[src/rtl/mdpu_pkg.sv]
// Shared definitions for the morphable datapath unit.
// Assumes the LFSR is always 16 bits wide, whatever the operand width.
package mdpu_pkg;

    typedef enum logic [2:0] {
        MD_MAC  = 3'd0,
        MD_BFLY = 3'd1,
        MD_TREE = 3'd2,
        MD_SOD  = 3'd3,
        MD_DOS  = 3'd4,
        MD_LFSR = 3'd5,
        MD_CNT  = 3'd6,
        MD_CMP  = 3'd7
    } md_mode_e;

    // One Fibonacci step of x^16+x^14+x^13+x^11+1
    function automatic logic [15:0] lfsr16_next(input logic [15:0] s);
        return {s[14:0], s[15] ^ s[13] ^ s[12] ^ s[10]};
    endfunction

endpackage

[src/rtl/mdpu_prep.sv]
// Stages 1 and 2: registers the operand set, then forms the single product
// and the four pairwise sums and differences used by the later stages.
// Assumes operands are two's complement. The product operands depend on the mode.
module mdpu_prep
    import mdpu_pkg::*;
#(
    parameter int DW = 16,
    parameter int SW = 4
) (
    input  logic                   clk,
    input  logic                   rst_n,
    input  logic                   in_valid,
    input  logic [2:0]             mode,
    input  logic                   restart,
    input  logic [SW-1:0]          win_sel,
    input  logic [DW-1:0]          op0,
    input  logic [DW-1:0]          op1,
    input  logic [DW-1:0]          op2,
    input  logic [DW-1:0]          op3,
    output logic                   s2_valid,
    output md_mode_e               s2_mode,
    output logic                   s2_restart,
    output logic [SW-1:0]          s2_win,
    output logic signed [2*DW-1:0] s2_prod,
    output logic signed [DW:0]     s2_pa,
    output logic signed [DW:0]     s2_pd,
    output logic signed [DW:0]     s2_qa,
    output logic signed [DW:0]     s2_qd,
    output logic signed [DW-1:0]   s2_x0,
    output logic signed [DW-1:0]   s2_x1,
    output logic signed [DW-1:0]   s2_x2
);
    localparam int PW = 2 * DW;
    localparam int EW = DW + 1;

    logic                 s1_valid;
    md_mode_e             s1_mode;
    logic                 s1_restart;
    logic [SW-1:0]        s1_win;
    logic signed [DW-1:0] s1_op [4];
    logic signed [DW-1:0] mul_a, mul_b;
    logic signed [PW-1:0] prod_c;

    // Stage 1: capture the operand set and its context
    always_ff @(posedge clk) begin
        if (!rst_n) begin
            s1_valid   <= 1'b0;
            s1_mode    <= MD_MAC;
            s1_restart <= 1'b0;
            s1_win     <= '0;
            for (int i = 0; i < 4; i++) s1_op[i] <= '0;
        end else begin
            s1_valid   <= in_valid;
            s1_mode    <= md_mode_e'(mode);
            s1_restart <= restart;
            s1_win     <= win_sel;
            s1_op[0]   <= op0;
            s1_op[1]   <= op1;
            s1_op[2]   <= op2;
            s1_op[3]   <= op3;
        end
    end

    // Pick the multiplier operands: the butterfly weights op1 by op2
    always_comb begin
        mul_a  = (s1_mode == MD_BFLY) ? s1_op[1] : s1_op[0];
        mul_b  = (s1_mode == MD_BFLY) ? s1_op[2] : s1_op[1];
        prod_c = PW'(mul_a) * PW'(mul_b);
    end

    // Stage 2: register the product and the pairwise sums and differences
    always_ff @(posedge clk) begin
        if (!rst_n) begin
            s2_valid   <= 1'b0;
            s2_mode    <= MD_MAC;
            s2_restart <= 1'b0;
            s2_win     <= '0;
            s2_prod    <= '0;
            s2_pa      <= '0;
            s2_pd      <= '0;
            s2_qa      <= '0;
            s2_qd      <= '0;
            s2_x0      <= '0;
            s2_x1      <= '0;
            s2_x2      <= '0;
        end else begin
            s2_valid   <= s1_valid;
            s2_mode    <= s1_mode;
            s2_restart <= s1_restart;
            s2_win     <= s1_win;
            s2_prod    <= prod_c;
            s2_pa      <= EW'(s1_op[0]) + EW'(s1_op[1]);
            s2_pd      <= EW'(s1_op[0]) - EW'(s1_op[1]);
            s2_qa      <= EW'(s1_op[2]) + EW'(s1_op[3]);
            s2_qd      <= EW'(s1_op[2]) - EW'(s1_op[3]);
            s2_x0      <= s1_op[0];
            s2_x1      <= s1_op[1];
            s2_x2      <= s1_op[2];
        end
    end

endmodule

[src/rtl/mdpu_fold.sv]
// Stage 3: combines the stage-2 terms according to the mode and owns all
// state (accumulator, LFSR, counter). State changes only for valid inputs.
// Assumes AW >= 2*DW, so that a product always fits.
module mdpu_fold
    import mdpu_pkg::*;
#(
    parameter int DW = 16,
    parameter int AW = 32,
    parameter int SW = 4
) (
    input  logic                   clk,
    input  logic                   rst_n,
    input  logic                   s2_valid,
    input  md_mode_e               s2_mode,
    input  logic                   s2_restart,
    input  logic [SW-1:0]          s2_win,
    input  logic signed [2*DW-1:0] s2_prod,
    input  logic signed [DW:0]     s2_pa,
    input  logic signed [DW:0]     s2_pd,
    input  logic signed [DW:0]     s2_qa,
    input  logic signed [DW:0]     s2_qd,
    input  logic signed [DW-1:0]   s2_x0,
    input  logic signed [DW-1:0]   s2_x1,
    input  logic signed [DW-1:0]   s2_x2,
    output logic                   s3_valid,
    output logic                   s3_raw,
    output logic [SW-1:0]          s3_win,
    output logic signed [AW-1:0]   s3_wide [2],
    output logic [DW-1:0]          s3_nat [2]
);
    localparam int LW = 16;

    logic signed [AW-1:0] acc_q, acc_nx, psx, ax;
    logic [LW-1:0]        lf_q, lf_nx;
    logic [DW-1:0]        ct_q, ct_nx;
    logic signed [AW-1:0] w0, w1;
    logic [DW-1:0]        n0, n1;
    logic                 gt, eq, lt;

    // Mode decode: wide results for arithmetic modes, native ones otherwise
    always_comb begin
        psx    = AW'(s2_prod);
        ax     = AW'(s2_x0);
        acc_nx = acc_q;
        lf_nx  = lf_q;
        ct_nx  = ct_q;
        w0     = '0;
        w1     = '0;
        n0     = '0;
        n1     = '0;
        gt     = s2_x0 > s2_x1;
        eq     = s2_x0 == s2_x1;
        lt     = s2_x0 < s2_x1;
        unique case (s2_mode)
            MD_MAC: begin
                acc_nx = s2_restart ? psx : acc_q + psx;
                w0     = acc_nx;
                w1     = psx;
            end
            MD_BFLY: begin
                w0 = ax + psx;
                w1 = ax - psx;
            end
            MD_TREE: begin
                w0 = AW'(s2_pa) + AW'(s2_qa);
                w1 = AW'(s2_pa);
            end
            MD_SOD: begin
                w0 = AW'(s2_pd) + AW'(s2_qd);
                w1 = AW'(s2_pd);
            end
            MD_DOS: begin
                w0 = AW'(s2_pa) - AW'(s2_qa);
                w1 = AW'(s2_pa);
            end
            MD_LFSR: begin
                lf_nx = s2_restart ? LW'(s2_x0) : lfsr16_next(lf_q);
                n0    = DW'(lf_nx);
                n1    = DW'(lf_q);
            end
            MD_CNT: begin
                ct_nx = s2_restart ? DW'(s2_x0) : ct_q + DW'(s2_x1);
                n0    = ct_nx;
                n1    = {{(DW-1){1'b0}}, ct_nx == DW'(s2_x2)};
            end
            default: begin
                n0 = gt ? DW'(s2_x0) : DW'(s2_x1);
                n1 = {{(DW-3){1'b0}}, gt, eq, lt};
            end
        endcase
    end

    // Persistent state: updated only when a valid input reaches this stage
    always_ff @(posedge clk) begin
        if (!rst_n) begin
            acc_q <= '0;
            lf_q  <= '0;
            ct_q  <= '0;
        end else if (s2_valid) begin
            acc_q <= acc_nx;
            lf_q  <= lf_nx;
            ct_q  <= ct_nx;
        end
    end

    // Stage 3 register toward output conditioning
    always_ff @(posedge clk) begin
        if (!rst_n) begin
            s3_valid <= 1'b0;
            s3_raw   <= 1'b0;
            s3_win   <= '0;
            for (int c = 0; c < 2; c++) begin
                s3_wide[c] <= '0;
                s3_nat[c]  <= '0;
            end
        end else begin
            s3_valid   <= s2_valid;
            s3_raw     <= s2_mode inside {MD_LFSR, MD_CNT, MD_CMP};
            s3_win     <= s2_win;
            s3_wide[0] <= w0;
            s3_wide[1] <= w1;
            s3_nat[0]  <= n0;
            s3_nat[1]  <= n1;
        end
    end

endmodule

[src/rtl/mdpu_outcond.sv]
// Stages 4 and 5: shifts each wide result right arithmetically to pick a
// 16-bit window, notes overflow, then saturates. Native results pass as is.
// Assumes the shift amount never exceeds AW-DW.
module mdpu_outcond #(
    parameter int DW = 16,
    parameter int AW = 32,
    parameter int SW = 4
) (
    input  logic                 clk,
    input  logic                 rst_n,
    input  logic                 s3_valid,
    input  logic                 s3_raw,
    input  logic [SW-1:0]        s3_win,
    input  logic signed [AW-1:0] s3_wide [2],
    input  logic [DW-1:0]        s3_nat [2],
    output logic                 out_valid,
    output logic [DW-1:0]        res [2]
);
    localparam logic [DW-1:0] SAT_POS = {1'b0, {(DW-1){1'b1}}};
    localparam logic [DW-1:0] SAT_NEG = {1'b1, {(DW-1){1'b0}}};
    localparam int            TW      = AW - DW + 1;

    logic signed [AW-1:0] shv [2];
    logic [TW-1:0]        top [2];
    logic                 s4_valid;
    logic [DW-1:0]        s4_lo  [2];
    logic                 s4_ovf [2];
    logic                 s4_neg [2];

    // Window shift for both channels
    always_comb begin
        for (int c = 0; c < 2; c++) begin
            shv[c] = s3_wide[c] >>> s3_win;
            top[c] = shv[c][AW-1:DW-1];
        end
    end

    // Stage 4: register the window slice and the out-of-range flag
    always_ff @(posedge clk) begin
        if (!rst_n) begin
            s4_valid <= 1'b0;
            for (int c = 0; c < 2; c++) begin
                s4_lo[c]  <= '0;
                s4_ovf[c] <= 1'b0;
                s4_neg[c] <= 1'b0;
            end
        end else begin
            s4_valid <= s3_valid;
            for (int c = 0; c < 2; c++) begin
                s4_lo[c]  <= s3_raw ? s3_nat[c] : shv[c][DW-1:0];
                s4_ovf[c] <= !s3_raw && !((&top[c]) || !(|top[c]));
                s4_neg[c] <= s3_wide[c][AW-1];
            end
        end
    end

    // Stage 5: saturate and drive the outputs
    always_ff @(posedge clk) begin
        if (!rst_n) begin
            out_valid <= 1'b0;
            for (int c = 0; c < 2; c++) res[c] <= '0;
        end else begin
            out_valid <= s4_valid;
            for (int c = 0; c < 2; c++)
                res[c] <= s4_ovf[c] ? (s4_neg[c] ? SAT_NEG : SAT_POS) : s4_lo[c];
        end
    end

endmodule

[src/rtl/morph_dpu.sv]
// Top of the morphable datapath unit: five register stages, mode chosen per
// input by a context code. Assumes that the operand routing and the context
// store sit outside.
module morph_dpu #(
    parameter int DW = 16,
    parameter int AW = 32,
    parameter int SW = 4
) (
    input  logic          clk,
    input  logic          rst_n,
    input  logic          in_valid,
    input  logic [2:0]    mode,
    input  logic          restart,
    input  logic [SW-1:0] win_sel,
    input  logic [DW-1:0] op0,
    input  logic [DW-1:0] op1,
    input  logic [DW-1:0] op2,
    input  logic [DW-1:0] op3,
    output logic          out_valid,
    output logic [DW-1:0] res0,
    output logic [DW-1:0] res1
);
    import mdpu_pkg::*;

    logic                   s2_valid, s2_restart;
    md_mode_e               s2_mode;
    logic [SW-1:0]          s2_win;
    logic signed [2*DW-1:0] s2_prod;
    logic signed [DW:0]     s2_pa, s2_pd, s2_qa, s2_qd;
    logic signed [DW-1:0]   s2_x0, s2_x1, s2_x2;
    logic                   s3_valid, s3_raw;
    logic [SW-1:0]          s3_win;
    logic signed [AW-1:0]   s3_wide [2];
    logic [DW-1:0]          s3_nat [2];
    logic [DW-1:0]          res [2];

    mdpu_prep #(.DW(DW), .SW(SW)) u_prep (
        .clk(clk), .rst_n(rst_n), .in_valid(in_valid), .mode(mode),
        .restart(restart), .win_sel(win_sel),
        .op0(op0), .op1(op1), .op2(op2), .op3(op3),
        .s2_valid(s2_valid), .s2_mode(s2_mode), .s2_restart(s2_restart),
        .s2_win(s2_win), .s2_prod(s2_prod), .s2_pa(s2_pa), .s2_pd(s2_pd),
        .s2_qa(s2_qa), .s2_qd(s2_qd), .s2_x0(s2_x0), .s2_x1(s2_x1), .s2_x2(s2_x2)
    );

    mdpu_fold #(.DW(DW), .AW(AW), .SW(SW)) u_fold (
        .clk(clk), .rst_n(rst_n),
        .s2_valid(s2_valid), .s2_mode(s2_mode), .s2_restart(s2_restart),
        .s2_win(s2_win), .s2_prod(s2_prod), .s2_pa(s2_pa), .s2_pd(s2_pd),
        .s2_qa(s2_qa), .s2_qd(s2_qd), .s2_x0(s2_x0), .s2_x1(s2_x1), .s2_x2(s2_x2),
        .s3_valid(s3_valid), .s3_raw(s3_raw), .s3_win(s3_win),
        .s3_wide(s3_wide), .s3_nat(s3_nat)
    );

    mdpu_outcond #(.DW(DW), .AW(AW), .SW(SW)) u_cond (
        .clk(clk), .rst_n(rst_n), .s3_valid(s3_valid), .s3_raw(s3_raw),
        .s3_win(s3_win), .s3_wide(s3_wide), .s3_nat(s3_nat),
        .out_valid(out_valid), .res(res)
    );

    assign res0 = res[0];
    assign res1 = res[1];

endmodule

[config.mk]
export PLATFORM = sky130hd
export DESIGN_NAME = morph_dpu
export DESIGN_NICKNAME = d
export VERILOG_FILES = /design/src/rtl/mdpu_pkg.sv /design/src/rtl/mdpu_prep.sv /design/src/rtl/mdpu_fold.sv /design/src/rtl/mdpu_outcond.sv /design/src/rtl/morph_dpu.sv
export SDC_FILE = /design/constraint.sdc
export NUM_CORES = 2
export LEC_CHECK = 0
export ABC_CLOCK_PERIOD_IN_PS = 22100
export BUFFER_PORTS_ARGS = -buffer_cell sky130_fd_sc_hd__buf_2
export CAP_MARGIN = 20
export CORE_AREA = 5 5 345 482
export DETAILED_ROUTE_END_ITERATION = 7
export DIE_AREA = 0 0 350 487
export GPL_TIMING_DRIVEN = 0
export PLACE_DENSITY = 0.48
export SLEW_MARGIN = 20
export SYNTH_ARGS = -nofsm -noshare
export SYNTH_HDL_FRONTEND = slang
export SYNTH_HIERARCHICAL = 1
export SYNTH_SLANG_ARGS = --single-unit
[constraint.sdc]
create_clock -name clk -period 22.1 [get_ports clk]
set_clock_uncertainty 0.2 [all_clocks]
set_input_delay 3.315 -clock clk [delete_from_list [all_inputs] [get_ports clk]]
set_output_delay 3.315 -clock clk [all_outputs]
set_load 0.1 [all_outputs]
==> run_results.csv <==
group,metric,value,unit
worst_setup_path,critPathRequiredTime,22.37,ns
cells_and_area,fin_cells,7016,
logic_synthesis,yosysMostFrequentCell,"nor2_1",
clock_tree,clock_path_buffers,3,
route,drt-initial-drc-count,2849,
hold_path,min_to,"u_fold/s3_win[3]$_SDFF_PN0_",
global_routing,grt_pass1_wl,241,mm
clock_tree,clk_pin_slew,0.07,ns
floorplanning,die-width,350,um
placed_design,dp_hpwl,139,mm
worst_setup_path,crit_path_end_kind,"flip-flop",
global_routing,grt_use_total,19.0,%
hold_path,hp-class,"flip-flop to flip-flop",
timing,final.min_clock_period,9.65,ns
timing,setup_violations,0,
cells_and_area,area_delta_synth_final,12.9,%
power,vdd_drop_max,57.6,uV
global_routing,antenna_found_initial,2,
logic_synthesis,syn_inst,4682,
placed_design,place_inst,6916,
placed_design,numPortBuffers,107,
route,viasPerCell,4.97,
timing,drv_slew,0,
timing,hold_viol_final,0,
worst_setup_path,r2r-end,"u_prep/s2_prod[28]$_SDFF_PN0_",
timing,fin_setup_tns,0,ns
logic_synthesis,synth-warning-count,6,
floorplanning,die_y,487,um
timing,rsz0062_at_grt,"false",
route,routedWlPerCell,23.7,um
worst_setup_path,rr_worst_depth,26,
logic_synthesis,yosysSeqAreaShare,23.2,%
route,num_vias,34847,
clock_tree,htreeDepth,2,
logic_synthesis,ys_async_sr_fraction,0,%
floorplanning,dieArea,170000,um2
hold_path,min_path_cells,1,
worst_setup_path,worst_path_most_repeated_cell,"fa_1",
power,power_density,82.7,nW/um2
route,wirelength,166,mm
worst_setup_path,regToRegStartpoint,"u_prep/s1_mode[0]$_SDFF_PN0_",
clock_tree,cts_hold_buf,0,
global_routing,grt_max_degree,23,
route,drc,0,
cells_and_area,fin_nets,5515,
timing,period_share,43.6,%
logic_synthesis,ys_types,104,
floorplanning,rows,175,
worst_setup_path,cp_slowest_cell,"a21oi_1",
logic_synthesis,syn_nets,5351,
logic_synthesis,synth_common_cells,"nor2_1 (538), dfxtp_1 (464), inv_1 (462)",
run,cap_violations,0,
logic_synthesis,syn_area,40000,um2
clock_tree,cts-root-buf,"clkbuf_16",
worst_setup_path,r2r_slack,12.45,ns
clock_tree,clock_latency,0.66,ns
cells_and_area,multi_input_area,28000,um2
clock_tree,cts_tree,"yes",
placed_design,finalWeightedCongestion,0.969,
cells_and_area,drive_gt1_share,8.53,%
timing,worst_pin_slew,1.20,ns
logic_synthesis,synth_area_per_cell,8.55,um2
worst_setup_path,slowest_delay,0.76,ns
timing,slew_headroom,20.2,%
worst_setup_path,critical_path_class,"flip-flop to flip-flop",
clock_tree,cts_sinks,464,
worst_setup_path,crit_family,"adder cells",
cells_and_area,fillers,17427,
global_routing,grt_pass1_vias,35344,
status,status,"finished clean",
logic_synthesis,synth_area_leaders,"dfxtp_1 (23%), fa_1 (14%), ha_1 (10%)",
clock_tree,ctsResizeCount,0,
hold_path,hp-start,"u_prep/s2_win[3]$_SDFF_PN0_",
global_routing,overflow,0,
logic_synthesis,yosysTopAreaCell,"dfxtp_1",
route,dr.pass1.iters,6,
timing,max_freq,104,MHz
logic_synthesis,synth_top_area_share,23.2,%
clock_tree,numCtsBuffers,52,
logic_synthesis,synth_edf_count,0,
worst_setup_path,worstPathArrival,9.91,ns
logic_synthesis,ys.flop_type,"dfxtp_1",
floorplanning,coreArea,162000,um2
clock_tree,post_cts_buffers,0,
logic_synthesis,ys_seq_elements,464,
route,antenna_left,0,
worst_setup_path,cp_max_fo,10,
floorplanning,ios,108,
cells_and_area,seq_area,9290,um2
floorplanning,start_util,24.7,%
worst_setup_path,cp.buffers_inverters,7,
worst_setup_path,startpoint_type,"flip-flop",
power,p_leak,0.0193,uW
-- cell type report --
type	instances	share of cell area, %
diodes	3	0.0166
repair buffers	110	1.29
inverters	471	3.94
flip-flops and latches	464	20.6
multi-input cells	3509	61.9
well taps	2124	5.88
clock inverters	34	0.983
clock buffers	63	3.15
plain buffers	238	2.25
-- stage by stage --
stage,worst slack [ns],instance area [um2],hold slack [ns],utilization (%),power [uW]
floorplan,14.93,40000,0.205,-,2230
global placement,12.35,43200,0.213,26.7,2800
detailed placement,12.59,43300,0.218,26.8,2800
CTS,12.49,45200,0.234,27.9,3760
global route,12.18,45200,0.245,27.9,3980
finish,12.45,45200,0.233,27.9,3740
-- cell usage in the layout (no fill, tap or decap), drive strengths merged, types with 30 or more instances in the layout --
master  Yosys  layout
buf        55     165
nor2b      42      42
nand3      50      50
a21oi     316     316
dfxtp     464     464
a21o       67      67
mux2i     104     104
o21ai     168     168
xor2       74      74
inv       466     475
o22ai      30      30
and3       34      34
fa        273     273
nor2      539     539
mux4       52      52
o21bai     31      31
nand2     362     362
nand2b     71      71
nor3       72      72
a31oi      46      46
xnor2     135     135
o21a       56      56
a211oi     74      74
clkbuf    183     246
ha        321     321
mux2       44      44
and2      155     155
o211ai     30      30
-- layer usage --
layer  vias up  track usage [%]  part of all wire, %
li1      16340                -                    -
met1     16977             22.4                   40
met2      1140             33.4                   49
met3       390             1.71                  3.9
met4         0             11.7                  7.7
met5         -                0                    0
-- power by group --
part,internal (uW),switching (uW)
logic,636,1090
registers,929,144
clock network,539,403
total,2100,1630
-- worst max-delay path by stage --
stage / start / endpoint / slack, ns / cells past startpoint
6_report: u_prep/s1_mode[0]$_SDFF_PN0_ / u_prep/s2_prod[28]$_SDFF_PN0_ / 12.45 / 26
4_1_cts: u_prep/s1_mode[0]$_SDFF_PN0_ / u_prep/s2_prod[28]$_SDFF_PN0_ / 12.49 / 26
3_3_place_gp: u_prep/s1_mode[0]$_SDFF_PN0_ / u_prep/s2_prod[28]$_SDFF_PN0_ / 12.35 / 27
3_5_place_dp: u_prep/s1_mode[0]$_SDFF_PN0_ / u_prep/s2_prod[28]$_SDFF_PN0_ / 12.59 / 26
5_1_grt: u_prep/s1_mode[0]$_SDFF_PN0_ / u_prep/s2_prod[28]$_SDFF_PN0_ / 12.18 / 26
2_1_floorplan: u_prep/s1_mode[1]$_SDFF_PN0_ / u_prep/s2_prod[28]$_SDFF_PN0_ / 14.93 / 27
-- sequential cells by signal (all words and copies together), names as in the netlist, 16 cells and up --
name / cells
u_prep/s2_x0: 16
u_fold/lf_q: 16
u_prep/s2_qd: 16
u_fold/acc_q: 32
u_fold/s3_wide: 64
u_prep/s2_pa: 17
u_prep/s2_prod: 32
u_prep/s2_x2: 16
u_cond/s4_lo: 32
u_prep/s1_op: 64
u_prep/s2_x1: 16
u_cond/res: 32
u_fold/ct_q: 16
u_fold/s3_nat: 32
u_prep/s2_pd: 16
u_prep/s2_qa: 17
-- kinds of logic after synthesis --
kind of cell | synth area share [%]
simple gates | 16.8
compound gates | 17.9
buf+inv | 6.99
fa+ha+maj | 23.7
flops | 23.2
xor+xnor | 4.59
mux | 6.81
Power figures use the tool's default switching activity.
